`config.mk`:
```
export PLATFORM = sky130hd
export DESIGN_NAME = crc5n_engine
export DESIGN_NICKNAME = d
export VERILOG_FILES = /design/src/rtl/crc5n_pkg.sv /design/src/rtl/crc5n_response.sv /design/src/rtl/crc5n_xor_net.sv /design/src/rtl/crc5n_ctrl.sv /design/src/rtl/crc5n_engine.sv
export SDC_FILE = /design/constraint.sdc
export NUM_CORES = 1
export LEC_CHECK = 0
export ABC_AREA = 1
export ABC_CLOCK_PERIOD_IN_PS = 1680
export BUFFER_PORTS_ARGS = -buffer_cell sky130_fd_sc_hd__buf_2
export CAP_MARGIN = 20
export CORE_AREA = 2 2 39 41
export CTS_CLUSTER_SIZE = 14
export DETAILED_ROUTE_END_ITERATION = 12
export DIE_AREA = 0 0 41 43
export HOLD_SLACK_MARGIN = 0.12
export PLACE_DENSITY = 0.56
export SETUP_SLACK_MARGIN = 0.15
export SYNTH_ARGS = -nofsm -noshare
export SYNTH_HDL_FRONTEND = slang
export SYNTH_SLANG_ARGS = --single-unit
```
`constraint.sdc`:
```
create_clock -name clk -period 1.68 [get_ports clk]
set_input_delay 0.42 -clock clk [delete_from_list [all_inputs] [get_ports clk]]
set_output_delay 0.42 -clock clk [all_outputs]
set_load 0.01 [all_outputs]
```
`src/rtl/crc5n_pkg.sv`:
```
package crc5n_pkg;

    // Default geometry of the engine
    localparam int          CRC5N_W     = 5;
    localparam int          CRC5N_DW    = 4;
    // Low-order polynomial taps of x^5 + x^2 + 1 (the x^5 term is implicit)
    localparam logic [4:0]  CRC5N_POLY  = 5'h05;
    localparam logic [4:0]  CRC5N_SEED  = 5'h1F;

    // Action the register takes at the next edge
    typedef enum logic [1:0] {
        OP_HOLD   = 2'd0,
        OP_LOAD   = 2'd1,
        OP_ABSORB = 2'd2
    } crc_op_e;

endpackage

```
`src/rtl/crc5n_response.sv`:
```
// Derives, per output bit, the set of inputs that feed it. The serial
// generator is run on each one-hot input (state bits first, then data bits)
// and every response is recorded. Result: a constant mask per output bit.
module crc5n_response #(
    parameter int                 CRC_W  = 5,
    parameter int                 DATA_W = 4,
    parameter logic [CRC_W-1:0]   POLY   = 5'h05,
    localparam int                IN_W   = CRC_W + DATA_W
) (
    output logic [CRC_W-1:0][IN_W-1:0] col_mask
);

    typedef logic [CRC_W-1:0][IN_W-1:0] mask_t;

    // Serial generator: data MSB first, shift toward the top bit.
    function automatic logic [CRC_W-1:0] serial_run(input logic [IN_W-1:0] stim);
        logic [CRC_W-1:0] st;
        logic             fb;
        st = stim[CRC_W-1:0];
        for (int j = DATA_W - 1; j >= 0; j--) begin
            fb = st[CRC_W-1] ^ stim[CRC_W+j];
            st = {st[CRC_W-2:0], 1'b0};
            if (fb) st = st ^ POLY;
        end
        return st;
    endfunction

    function automatic mask_t build_masks();
        mask_t            m;
        logic [IN_W-1:0]  onehot;
        logic [CRC_W-1:0] resp;
        m = '0;
        for (int k = 0; k < IN_W; k++) begin
            onehot    = '0;
            onehot[k] = 1'b1;
            resp      = serial_run(onehot);
            for (int i = 0; i < CRC_W; i++) begin
                m[i][k] = resp[i];
            end
        end
        return m;
    endfunction

    localparam mask_t MASKS = build_masks();

    assign col_mask = MASKS;

endmodule

```
`src/rtl/crc5n_xor_net.sv`:
```
// One XOR reduction per output bit over the inputs its mask selects.
module crc5n_xor_net #(
    parameter int  CRC_W  = 5,
    parameter int  DATA_W = 4,
    localparam int IN_W   = CRC_W + DATA_W
) (
    input  logic [CRC_W-1:0]            state,
    input  logic [DATA_W-1:0]           nib,
    input  logic [CRC_W-1:0][IN_W-1:0]  col_mask,
    output logic [CRC_W-1:0]            nxt
);

    logic [IN_W-1:0] joined;
    assign joined = {nib, state};

    for (genvar i = 0; i < CRC_W; i++) begin : g_out
        assign nxt[i] = ^(col_mask[i] & joined);
    end

endmodule

```
`src/rtl/crc5n_ctrl.sv`:
```
// Decodes the per-cycle action; reset outranks a data beat.
module crc5n_ctrl
    import crc5n_pkg::*;
(
    input  logic    rst,
    input  logic    valid,
    output crc_op_e op
);

    always_comb begin
        if (rst)        op = OP_LOAD;
        else if (valid) op = OP_ABSORB;
        else            op = OP_HOLD;
    end

endmodule

```
`src/rtl/crc5n_engine.sv`:
```
module crc5n_engine
    import crc5n_pkg::*;
#(
    parameter int               CRC_W  = CRC5N_W,
    parameter int               DATA_W = CRC5N_DW,
    parameter logic [CRC_W-1:0] POLY   = CRC5N_POLY,
    parameter logic [CRC_W-1:0] SEED   = CRC5N_SEED
) (
    input  logic              clk,
    input  logic              rst,
    input  logic              valid,
    input  logic [DATA_W-1:0] data,
    output logic [CRC_W-1:0]  crc
);

    localparam int IN_W = CRC_W + DATA_W;

    logic [CRC_W-1:0][IN_W-1:0] col_mask;
    logic [CRC_W-1:0]           crc_q;
    logic [CRC_W-1:0]           crc_nxt;
    crc_op_e                    op;

    crc5n_response #(.CRC_W(CRC_W), .DATA_W(DATA_W), .POLY(POLY)) resp_i (
        .col_mask (col_mask)
    );

    crc5n_xor_net #(.CRC_W(CRC_W), .DATA_W(DATA_W)) net_i (
        .state    (crc_q),
        .nib      (data),
        .col_mask (col_mask),
        .nxt      (crc_nxt)
    );

    crc5n_ctrl ctrl_i (
        .rst   (rst),
        .valid (valid),
        .op    (op)
    );

    always_ff @(posedge clk) begin
        case (op)
            OP_LOAD:   crc_q <= SEED;
            OP_ABSORB: crc_q <= crc_nxt;
            default:   crc_q <= crc_q;
        endcase
    end

    assign crc = crc_q;

endmodule

```
Yosys cells after proc, flatten, opt, wreduce, memory -nomap -nowiden
Cells that the tools add are included.

Bits in registers: 5. Output and inout bits: 5.

Equality and inequality tests: 2. Reduce and logical (&&, ||, !) cells: 6. Multiplexer cells: 3.

Operators with widths (count): $reduce_xor A9 Y1 (5); $pmux W5 S2 (1); $mux W2 (2); $eq A2 B1 Y1 const B (1); $eq A2 B2 Y1 const B (1); $reduce_bool A2 Y1 (1).

Logic depth before layout (Yosys ltp)
Gate-level depths: netlist of the first run.

Depth in word-level cells: 4. Mapped depth: 7. Depth with buffers taken out: 7.

Modules after synthesis
From an unflattened synthesis of the first run, not the netlist that was laid out.

Cells, all modules: 321. Area, all modules: 1585.3 um2.

By module, submodules not included: crc5n_xor_net (cells each 253, area an instance 1014.7 um2, seq. area each 0.0 um2, times used 1); crc5n_response (cells each 47, area an instance 345.3 um2, seq. area each 0.0 um2, times used 1); crc5n_engine (cells each 18, area an instance 207.7 um2, seq. area each 150.1 um2, times used 1); crc5n_ctrl (cells each 3, area an instance 17.5 um2, seq. area each 0.0 um2, times used 1).

Worst setup path before layout of the first run
No wires, ideal clock.

Kind: register to register. Start point: register crc_q[4], in the netlist crc[4]. End point: register crc_q[2], in the netlist crc[2] (data pin). Setup slack: 512 ps. Stages on the path, launching flop included: 5. Data arrival time: 906 ps. Cell sequence: edfxtp_1 -> xnor2_1 -> nand2_2 -> nand3_1 -> nand3_2.

Cells in the longest elaborated chain, start to end: 2.

RTL lines: from (decl) (RTL line crc5n_engine.sv:19) `logic [CRC_W-1:0] crc_q;`; from (signal assigned) (RTL line crc5n_engine.sv:43) `OP_ABSORB: crc_q <= crc_nxt;`; from (signal assigned) (RTL line crc5n_engine.sv:44) `default: crc_q <= crc_q;`; $reduce_xor A9 Y1 (RTL line crc5n_xor_net.sv:17) `assign nxt[i] = ^(col_mask[i] & joined);`; $pmux W5 S2 (RTL line crc5n_engine.sv:41) `case (op)`.

Every way passes these cells. A chain may end at the register's enable or synchronous reset.

Final worst setup path of the first run
Start point: register crc_q[4], in the netlist crc[4]. End point: output crc[4].

RTL lines: to (decl) (RTL line crc5n_engine.sv:13) `output logic [CRC_W-1:0] crc`.

No word-level cell between the ends.

==> results of run 1 <==
kinds of logic (layout without fill, tap and decap cells):
logic type / after synthesis / in the layout
AO/OA/AOI/OAI: 2 / 2
buffers and inverters: 8 / 23
flip-flops: 5 / 5
XOR/XNOR: 4 / 4
AND/OR/NAND/NOR: 21 / 21
routing by layer:
layer	GRT usage, %	part of all wire [%]
met1	9.84	44
met2	12.5	48
met3	4.71	8.2
met4	6.00	0
met5	0	0
power by group:
| part | internal [uW] | switching, uW | leakage (uW) |
|---|---|---|---|
| Combinational | 30.8 | 39.0 | 0.000159 |
| Clock | 89.9 | 51.0 | 0.0000150 |
| Sequential | 147 | 6.42 | 0.0000420 |
| Total | 268 | 96.4 | 0.000216 |
path summary, 6_finish.rpt:
check | start | endpoint | slack (ps) | depth (start not counted)
max | crc[4]$_SDFFCE_PP1P_ | crc[4] | 370 | 1
min | rst | crc[2]$_SDFFCE_PP1P_ | 490 | 3
max reg2reg | crc[4]$_SDFFCE_PP1P_ | crc[2]$_SDFFCE_PP1P_ | 490 | 4
min reg2reg | crc[0]$_SDFFCE_PP1P_ | crc[4]$_SDFFCE_PP1P_ | 590 | 2
metrics by stage:
step	hold WS, ps	instance area [um2]
2_1_floorplan	614	337
3_3_place_gp	572	412
3_5_place_dp	577	412
4_1_cts	492	438
5_1_grt	512	438
6_report	494	438
synth_stat cells:
cell      instances
or2_1             1
xnor2_2           1
nand3_2           1
xor2_1            1
inv_1             8
nand2_1          10
o21ai_1           1
nand3_1           3
nor2_2            1
nor2_1            2
xnor2_1           2
nand2_2           2
or2_2             1
a21boi_1          1
edfxtp_1          5
layout make-up:
| class | count | area, um2 |
|---|---|---|
| Sequential cell | 5 | 150 |
| Fill cell | 153 | 946 |
| Timing Repair Buffer | 11 | 55.1 |
| Multi-Input combinational cell | 27 | 156 |
| Clock buffer | 4 | 26.3 |
| Tap cell | 16 | 20.0 |
| Inverter | 8 | 30.0 |
==> impl_metrics.yaml, run 1 <==
logic_synthesis:
  yosysSeqAreaShare_pct: 44.6
  yosys.area_share.adder_pct: 0
  synth_compound_area_share_pct: 3.72
  yosys_warnings: 0
  syn_area_per_cell_um2: 8.41
  synthSimpleGateAreaFrac_pct: 30.1
  synthMuxAreaShare_pct: 0
  synth_top_area_cell: "edfxtp_1"
  synthCells: 40
  synth_top_family_by_area: "simple AND/OR/NAND/NOR gates"
  synth_area_um2: 337
  synth_top_area_share_pct: 44.6
  syn-num-nets: 47
  synth_area_leaders: "edfxtp_1 45%, nand2_1 11%, inv_1 8.9%"
  synth.distinct_cells: 15
  synth_xor_area_share_pct: 12.6
  ys_seq_elements: 5
setup_path:
  worst-path-max-fanout: 5
  crit_buf_inv: 1
  cp-end-kind: "output port"
  crit_path_max_incr_delay_ps: 460
  cp-start-kind: "register"
  crit_type: "register to output port"
  cp_cell_sequence: "buf_2"
  cp.required_ps: 1260
  cp_top_family: "flip-flops"
  cp_slowest_cell: "edfxtp_1"
  cp.arrival_ps: 890
floorplan:
  io_pins: 12
  fp-row-count: 14
  core_area_um2: 1380
  die_w_um: 41
  dieArea_um2: 1760
  initial_core_util_pct: 24.3
  die_h_um: 43
finish:
  fin_util_pct: 31.6
  largest_reg_flops: 5
  final_cell_mix: "11 x buf_2, 10 x nand2_1, 8 x inv_1"
  drive_gt1_share_pct: 36.4
  layout.cells.non_filler: 71
  final_common_cell: "buf_2"
  antenna_cells: 0
  syn_to_final_growth_pct: 30.1
  fin_nets: 63
clock_network:
  ctsResizeCount: 0
  cts-root-buf: "clkbuf_4"
  clk_pin_slew_ps: 40
  clock_latency_ps: 240
  numCtsBuffers: 3
  htreeDepth: 1
  cts.path.max_buffers: 2
  cts_tree: "yes"
  cts_setup_buffers: 0
  cts_sinks: 5
  hold_buffers: 0
place:
  pre_cts_slack_ps: 399
  post-place-cells: 67
  io_buffers: 11
  dp_hpwl_um: 450
  place_congestion: 0.763
global_routing:
  grt_max_degree: 6
  overflow: 0
  grt_pass1_wl_um: 1000
  grt_pass1_vias: 273
  grtUsageTotal_pct: 8.89
  grt_antenna_before_repair: 0
routing:
  drtPass1Iterations: 2
  wire_per_inst_um: 7.86
  route.detailed.drc: 0
  drt_iter0_drc: 4
  drt-total-wl_um: 558
  vias: 280
  drt-vias-per-instance: 3.94
  detail-route-antenna-nets: 0
run:
  drv_cap: 0
sta:
  setup_tns_ps: 0
  skew_ps: 0.0506
  rsz0062_at_grt: "no"
  period_share_pct: 77.8
  finalSetupViolCount: 0
  drv_slew: 0
  fmax_mhz: 765
  worst_slack_ps: 373
  slew_headroom_pct: 84.8
  min_period_ps: 1310
  finalHoldViolCount: 0
  worst_pin_slew_ps: 227
outcome:
  outcome: "finished clean"
hold_path:
  hold_path.class: "input port to register"
pwr:
  power.total_uw: 364
  p_per_area_nw_per_um2: 832
  p_leak_uw: 0.000216
  ir_drop_mv: 0.280
Note: power is estimated with default switching activity, not from simulation.
==> inputs of run 2 (changes only) <==
--- a/config.mk
+++ b/config.mk
@@ -6,7 +6,7 @@
 export NUM_CORES = 1
 export LEC_CHECK = 0
 export ABC_AREA = 1
-export ABC_CLOCK_PERIOD_IN_PS = 1680
+export ABC_CLOCK_PERIOD_IN_PS = 1100
 export BUFFER_PORTS_ARGS = -buffer_cell sky130_fd_sc_hd__buf_2
 export CAP_MARGIN = 20
 export CORE_AREA = 2 2 39 41
@@ -14,7 +14,7 @@
 export DETAILED_ROUTE_END_ITERATION = 12
 export DIE_AREA = 0 0 41 43
 export HOLD_SLACK_MARGIN = 0.12
-export PLACE_DENSITY = 0.56
+export PLACE_DENSITY = 0.58
 export SETUP_SLACK_MARGIN = 0.15
 export SYNTH_ARGS = -nofsm -noshare
 export SYNTH_HDL_FRONTEND = slang
==> constraint.sdc (replaced) <==
create_clock -name clk -period 1.1 [get_ports clk]
set_input_delay 0.275 -clock clk [delete_from_list [all_inputs] [get_ports clk]]
set_output_delay 0.275 -clock clk [all_outputs]
set_load 0.01 [all_outputs]
==> run 2 against run 1 <==
The flow now finishes with violations (negative setup slack). Non-clock buffer count grew 3. Utilization rose by 2.5 points. Critical path type unchanged. Highest routed layer is now met4. Die area unchanged. Sequential power rose by 53%. Cell count up 4.2%. Setup slack worse by 450 ps. Sequential share of layout area down 2.5 points. Largest cell class unchanged. First-iteration DRC count rose by 50%. Register-to-register slack got worse by 560 ps.
==> impl_metrics.yaml, run 2 (synthesis results as in run 1) <==
global_routing:
  met2_usage_pct: 13.8
  grt_pass1_vias: 277
  grt_max_degree: 6
  use_met1_pct: 9.54
  use_met3_pct: 3.14
  grtUsageTotal_pct: 9.50
  grt.busiest_layer: "met2"
  overflow: 0
  grt_pass1_wl_um: 1030
  grt_antenna_before_repair: 0
place:
  pre_cts_slack_ps: -48.1
  io_buffers: 11
  dp_hpwl_um: 475
  place_congestion: 0.719
finish:
  antenna_cells: 0
  regArea_um2: 150
  multi_input_area_um2: 169
  fill_cells: 150
  final_cell_mix: "11 x buf_2, 10 x nand2_1, 8 x inv_1"
  largest_reg_flops: 5
  drive_gt1_share_pct: 43.1
  syn_to_final_growth_pct: 40.5
  fin_util_pct: 34.2
  fin_nets: 66
  final_common_cell: "buf_2"
hold_path:
  hold_path.class: "input port to register"
  hp-start: "valid"
floorplan:
  io_pins: 12
  die_h_um: 43
  die_w_um: 41
  fp-row-count: 14
  initial_core_util_pct: 24.3
  core_area_um2: 1380
  dieArea_um2: 1760
setup_path:
  crit_buf_inv: 1
  reg2reg_slack_ps: -70
  crit_path_max_incr_delay_ps: 470
  worst-path-max-fanout: 5
  crit_type: "register to output port"
  cp.required_ps: 820
  cp_top_family: "flip-flops"
  cp-end-kind: "output port"
  cp.arrival_ps: 910
  crit_start: "crc[4]$_SDFFCE_PP1P_"
  timing.rr.start: "crc[4]$_SDFFCE_PP1P_"
  cp_slowest_cell: "edfxtp_1"
  cp_cell_sequence: "buf_2"
  cp-start-kind: "register"
routing:
  drt-vias-per-instance: 4.05
  drtPass1Iterations: 4
  drt-total-wl_um: 663
  detail-route-antenna-nets: 0
  vias: 300
  drt_iter0_drc: 6
  wire_per_inst_um: 8.96
  route.detailed.drc: 0
clock_network:
  hold_buffers: 0
  cts.path.max_buffers: 2
  cts_sinks: 5
  numCtsBuffers: 3
  cts_tree: "yes"
  clk_pin_slew_ps: 40
  clock_latency_ps: 250
  cts-root-buf: "clkbuf_4"
  htreeDepth: 1
outcome:
  outcome: "finished with violations"
  violations: "negative setup slack"
sta:
  min_period_ps: 1180
  worst_slack_ps: -80.2
  fmax_mhz: 847
  worst_pin_slew_ps: 239
  rsz0062_at_grt: "yes"
  skew_ps: 0.373
  finalHoldViolCount: 0
  period_share_pct: 107
  drv_slew: 0
  setup_tns_ps: -284
  finalSetupViolCount: 6
  slew_headroom_pct: 83.9
pwr:
  ir_drop_mv: 0.390
  p_per_area_nw_per_um2: 1230
  p_leak_uw: 0.000238
run:
  drv_cap: 0
[run 2: per-layer routing]
layer	share of wire, %	wire (um)	vias to the layer above
li1	-	-	158
met3	7.7	51	3
met2	41	274	11
met1	47	313	128
met5	0	0	-
met4	3.8	25	0
[run 2: power breakdown]
group | switching, uW | leakage [uW] | internal (uW)
combinational | 65.2 | 0.000181 | 59.7
clock | 83.3 | 0.0000150 | 138
sequential | 11.1 | 0.0000420 | 225
[run 2: stage by stage]
step                cell area (um2)  std cells  power [uW]  hold slack, ps
floorplan                       342         40         313             469
global placement                424         68         351             613
detailed placement              424         68         352             603
CTS                             465         74         583             425
global route                    473         74         623             437
finish                          473         74         582             420
[run 2: path summary, 6_finish.rpt]
check | cells after the start | end
hold / removal | 2 | crc[0]$_SDFFCE_PP1P_
setup reg to reg | 5 | crc[2]$_SDFFCE_PP1P_
hold reg to reg | 3 | crc[4]$_SDFFCE_PP1P_
setup / recovery | 1 | crc[4]
[run 2: what timing repair did]
item	in CTS	in global routing
setup endpoints to repair	9	10
endpoints found under the hold margin	0	0
buffers inserted	2	0
gates resized for setup	0	1
pin swaps	2	2
[run 2: area by class of cell]
| cell class | count | area share, % |
|---|---|---|
| Clock buffer | 4 | 5.56 |
| Multi-Input combinational cell | 27 | 35.7 |
| Inverter | 8 | 6.35 |
| Tap cell | 16 | 4.23 |
| Timing Repair Buffer | 14 | 16.4 |
| Sequential cell | 5 | 31.7 |
==> inputs of run 3 (changes only) <==
--- a/config.mk
+++ b/config.mk
@@ -16,6 +16,7 @@
 export HOLD_SLACK_MARGIN = 0.12
 export PLACE_DENSITY = 0.58
 export SETUP_SLACK_MARGIN = 0.15
+export SKIP_CTS_REPAIR_TIMING = 1
 export SYNTH_ARGS = -nofsm -noshare
 export SYNTH_HDL_FRONTEND = slang
 export SYNTH_SLANG_ARGS = --single-unit
==> run 3 against run 2 <==
The run still ends with negative setup slack left. Clock skew stayed put. Die area stayed put. Non-clock buffer count fell by 1. Global-route usage down 0.30 points. Critical path depth is the same. Flip-flop and latch count stayed put. Setup slack got worse by 2.4 ps. First-iteration DRC count stayed put.
==> impl_metrics.yaml, run 3 (synthesis results as in run 1) <==
outcome:
  outcome: "finished with violations"
  violations: "negative setup slack"
place:
  pre_cts_slack_ps: -48.1
  io_buffers: 11
  place_area_um2: 424
  dp_hpwl_um: 475
  place_congestion: 0.719
  post-place-cells: 68
finish:
  fill_cells: 149
  fin_nets: 65
  largest_reg_flops: 5
  syn_to_final_growth_pct: 38.3
  layout.cells.non_filler: 73
  drive_gt1_share_pct: 42.1
  antenna_cells: 0
  final_cell_area_um2: 465
  regArea_um2: 150
  multi_input_area_um2: 169
  final_common_cell: "buf_2"
  final_cell_mix: "11 x buf_2, 10 x nand2_1, 8 x inv_1"
floorplan:
  die_w_um: 41
  fp-row-count: 14
  core_area_um2: 1380
  die_h_um: 43
  initial_core_util_pct: 24.3
  dieArea_um2: 1760
  io_pins: 12
sta:
  finalSetupViolCount: 5
  fmax_mhz: 846
  slew_headroom_pct: 83.9
  period_share_pct: 108
  worst_pin_slew_ps: 239
  min_period_ps: 1180
  finalHoldViolCount: 0
  worst_slack_ps: -82.6
  skew_ps: 0.373
  drv_slew: 0
  rsz0062_at_grt: "yes"
  setup_tns_ps: -246
setup_path:
  worst-path-max-fanout: 5
  cp.required_ps: 820
  reg2reg_to: "crc[2]$_SDFFCE_PP1P_"
  cp_slowest_cell: "edfxtp_1"
  cp_top_family: "flip-flops"
  crit_type: "register to output port"
  cp-end-kind: "output port"
  timing.rr.start: "crc[4]$_SDFFCE_PP1P_"
  crit_buf_inv: 1
  cp-start-kind: "register"
  cp.arrival_ps: 910
  crit_path_max_incr_delay_ps: 470
  reg2reg_slack_ps: -70
  ff2ff_path_depth: 5
  cp_cell_sequence: "buf_2"
pwr:
  p_leak_uw: 0.000234
  p_per_area_nw_per_um2: 1240
  ir_drop_mv: 0.380
clock_network:
  numCtsBuffers: 3
  clock_latency_ps: 250
  cts_sinks: 5
  clk_pin_slew_ps: 40
  htreeDepth: 1
  cts-root-buf: "clkbuf_4"
  cts.path.max_buffers: 2
  cts_tree: "yes"
global_routing:
  grtUsageTotal_pct: 9.20
  grt_max_degree: 6
  grt_antenna_before_repair: 0
  grt_pass1_vias: 260
  grt_pass1_wl_um: 986
  overflow: 0
routing:
  route.detailed.drc: 0
  drt-vias-per-instance: 4.07
  wire_per_inst_um: 8.99
  drt_iter0_drc: 6
  drt-total-wl_um: 656
  vias: 297
  drtPass1Iterations: 4
  detail-route-antenna-nets: 0
hold_path:
  hp-start: "valid"
  hold_path_depth: 2
  holdPathEnd: "crc[0]$_SDFFCE_PP1P_"
  hold_path.class: "input port to register"
run:
  drv_cap: 0
## run 3: cell type report
type                       instances  area share [%]
multi-input combinational         27            36.3
sequential                         5            32.3
timing repair buffer              13            15.1
inverter                           8            6.45
clock buffer                       4            5.65
tap                               16            4.30
## run 3: metal layers
metal	GRT usage (%)	share of wire, %	wire [um]	up-vias
li1	-	-	-	156
met1	9.54	47	309	127
met2	12.8	41	271	11
met3	3.14	7.8	51	3
met4	10.0	3.8	25	0
met5	0	0	0	-
## run 3: power breakdown
group	internal, uW	leakage [uW]	total [uW]	switching, uW
Clock	138	0.0000150	221	83.2
Combinational	54.9	0.000177	119	64.0
Sequential	225	0.0000420	236	11.1
Total	418	0.000234	576	158
## run 3: worst max path at each step
stage | from | to | slack [ps] | depth (start not counted)
floorplan | crc[4]$_SDFFCE_PP1P_ | crc[2]$_SDFFCE_PP1P_ | -50 | 5
global placement | crc[4]$_SDFFCE_PP1P_ | crc[2]$_SDFFCE_PP1P_ | -10 | 4
global route | crc[4]$_SDFFCE_PP1P_ | crc[2]$_SDFFCE_PP1P_ | -160 | 7
finish | crc[4]$_SDFFCE_PP1P_ | crc[4] | -80 | 1
detailed placement | crc[4]$_SDFFCE_PP1P_ | crc[2]$_SDFFCE_PP1P_ | -50 | 4
CTS | crc[4]$_SDFFCE_PP1P_ | crc[2]$_SDFFCE_PP1P_ | -60 | 4
## run 3: per-stage QoR
stage / total power [uW] / util, % / hold slack (ps)
after global routing: 616 / 33.6 / 437
after detailed placement: 352 / 30.7 / 603
final: 576 / 33.6 / 421
after floorplan: 313 / - / 469
after global placement: 351 / 30.7 / 613
after CTS: 574 / 32.5 / 425
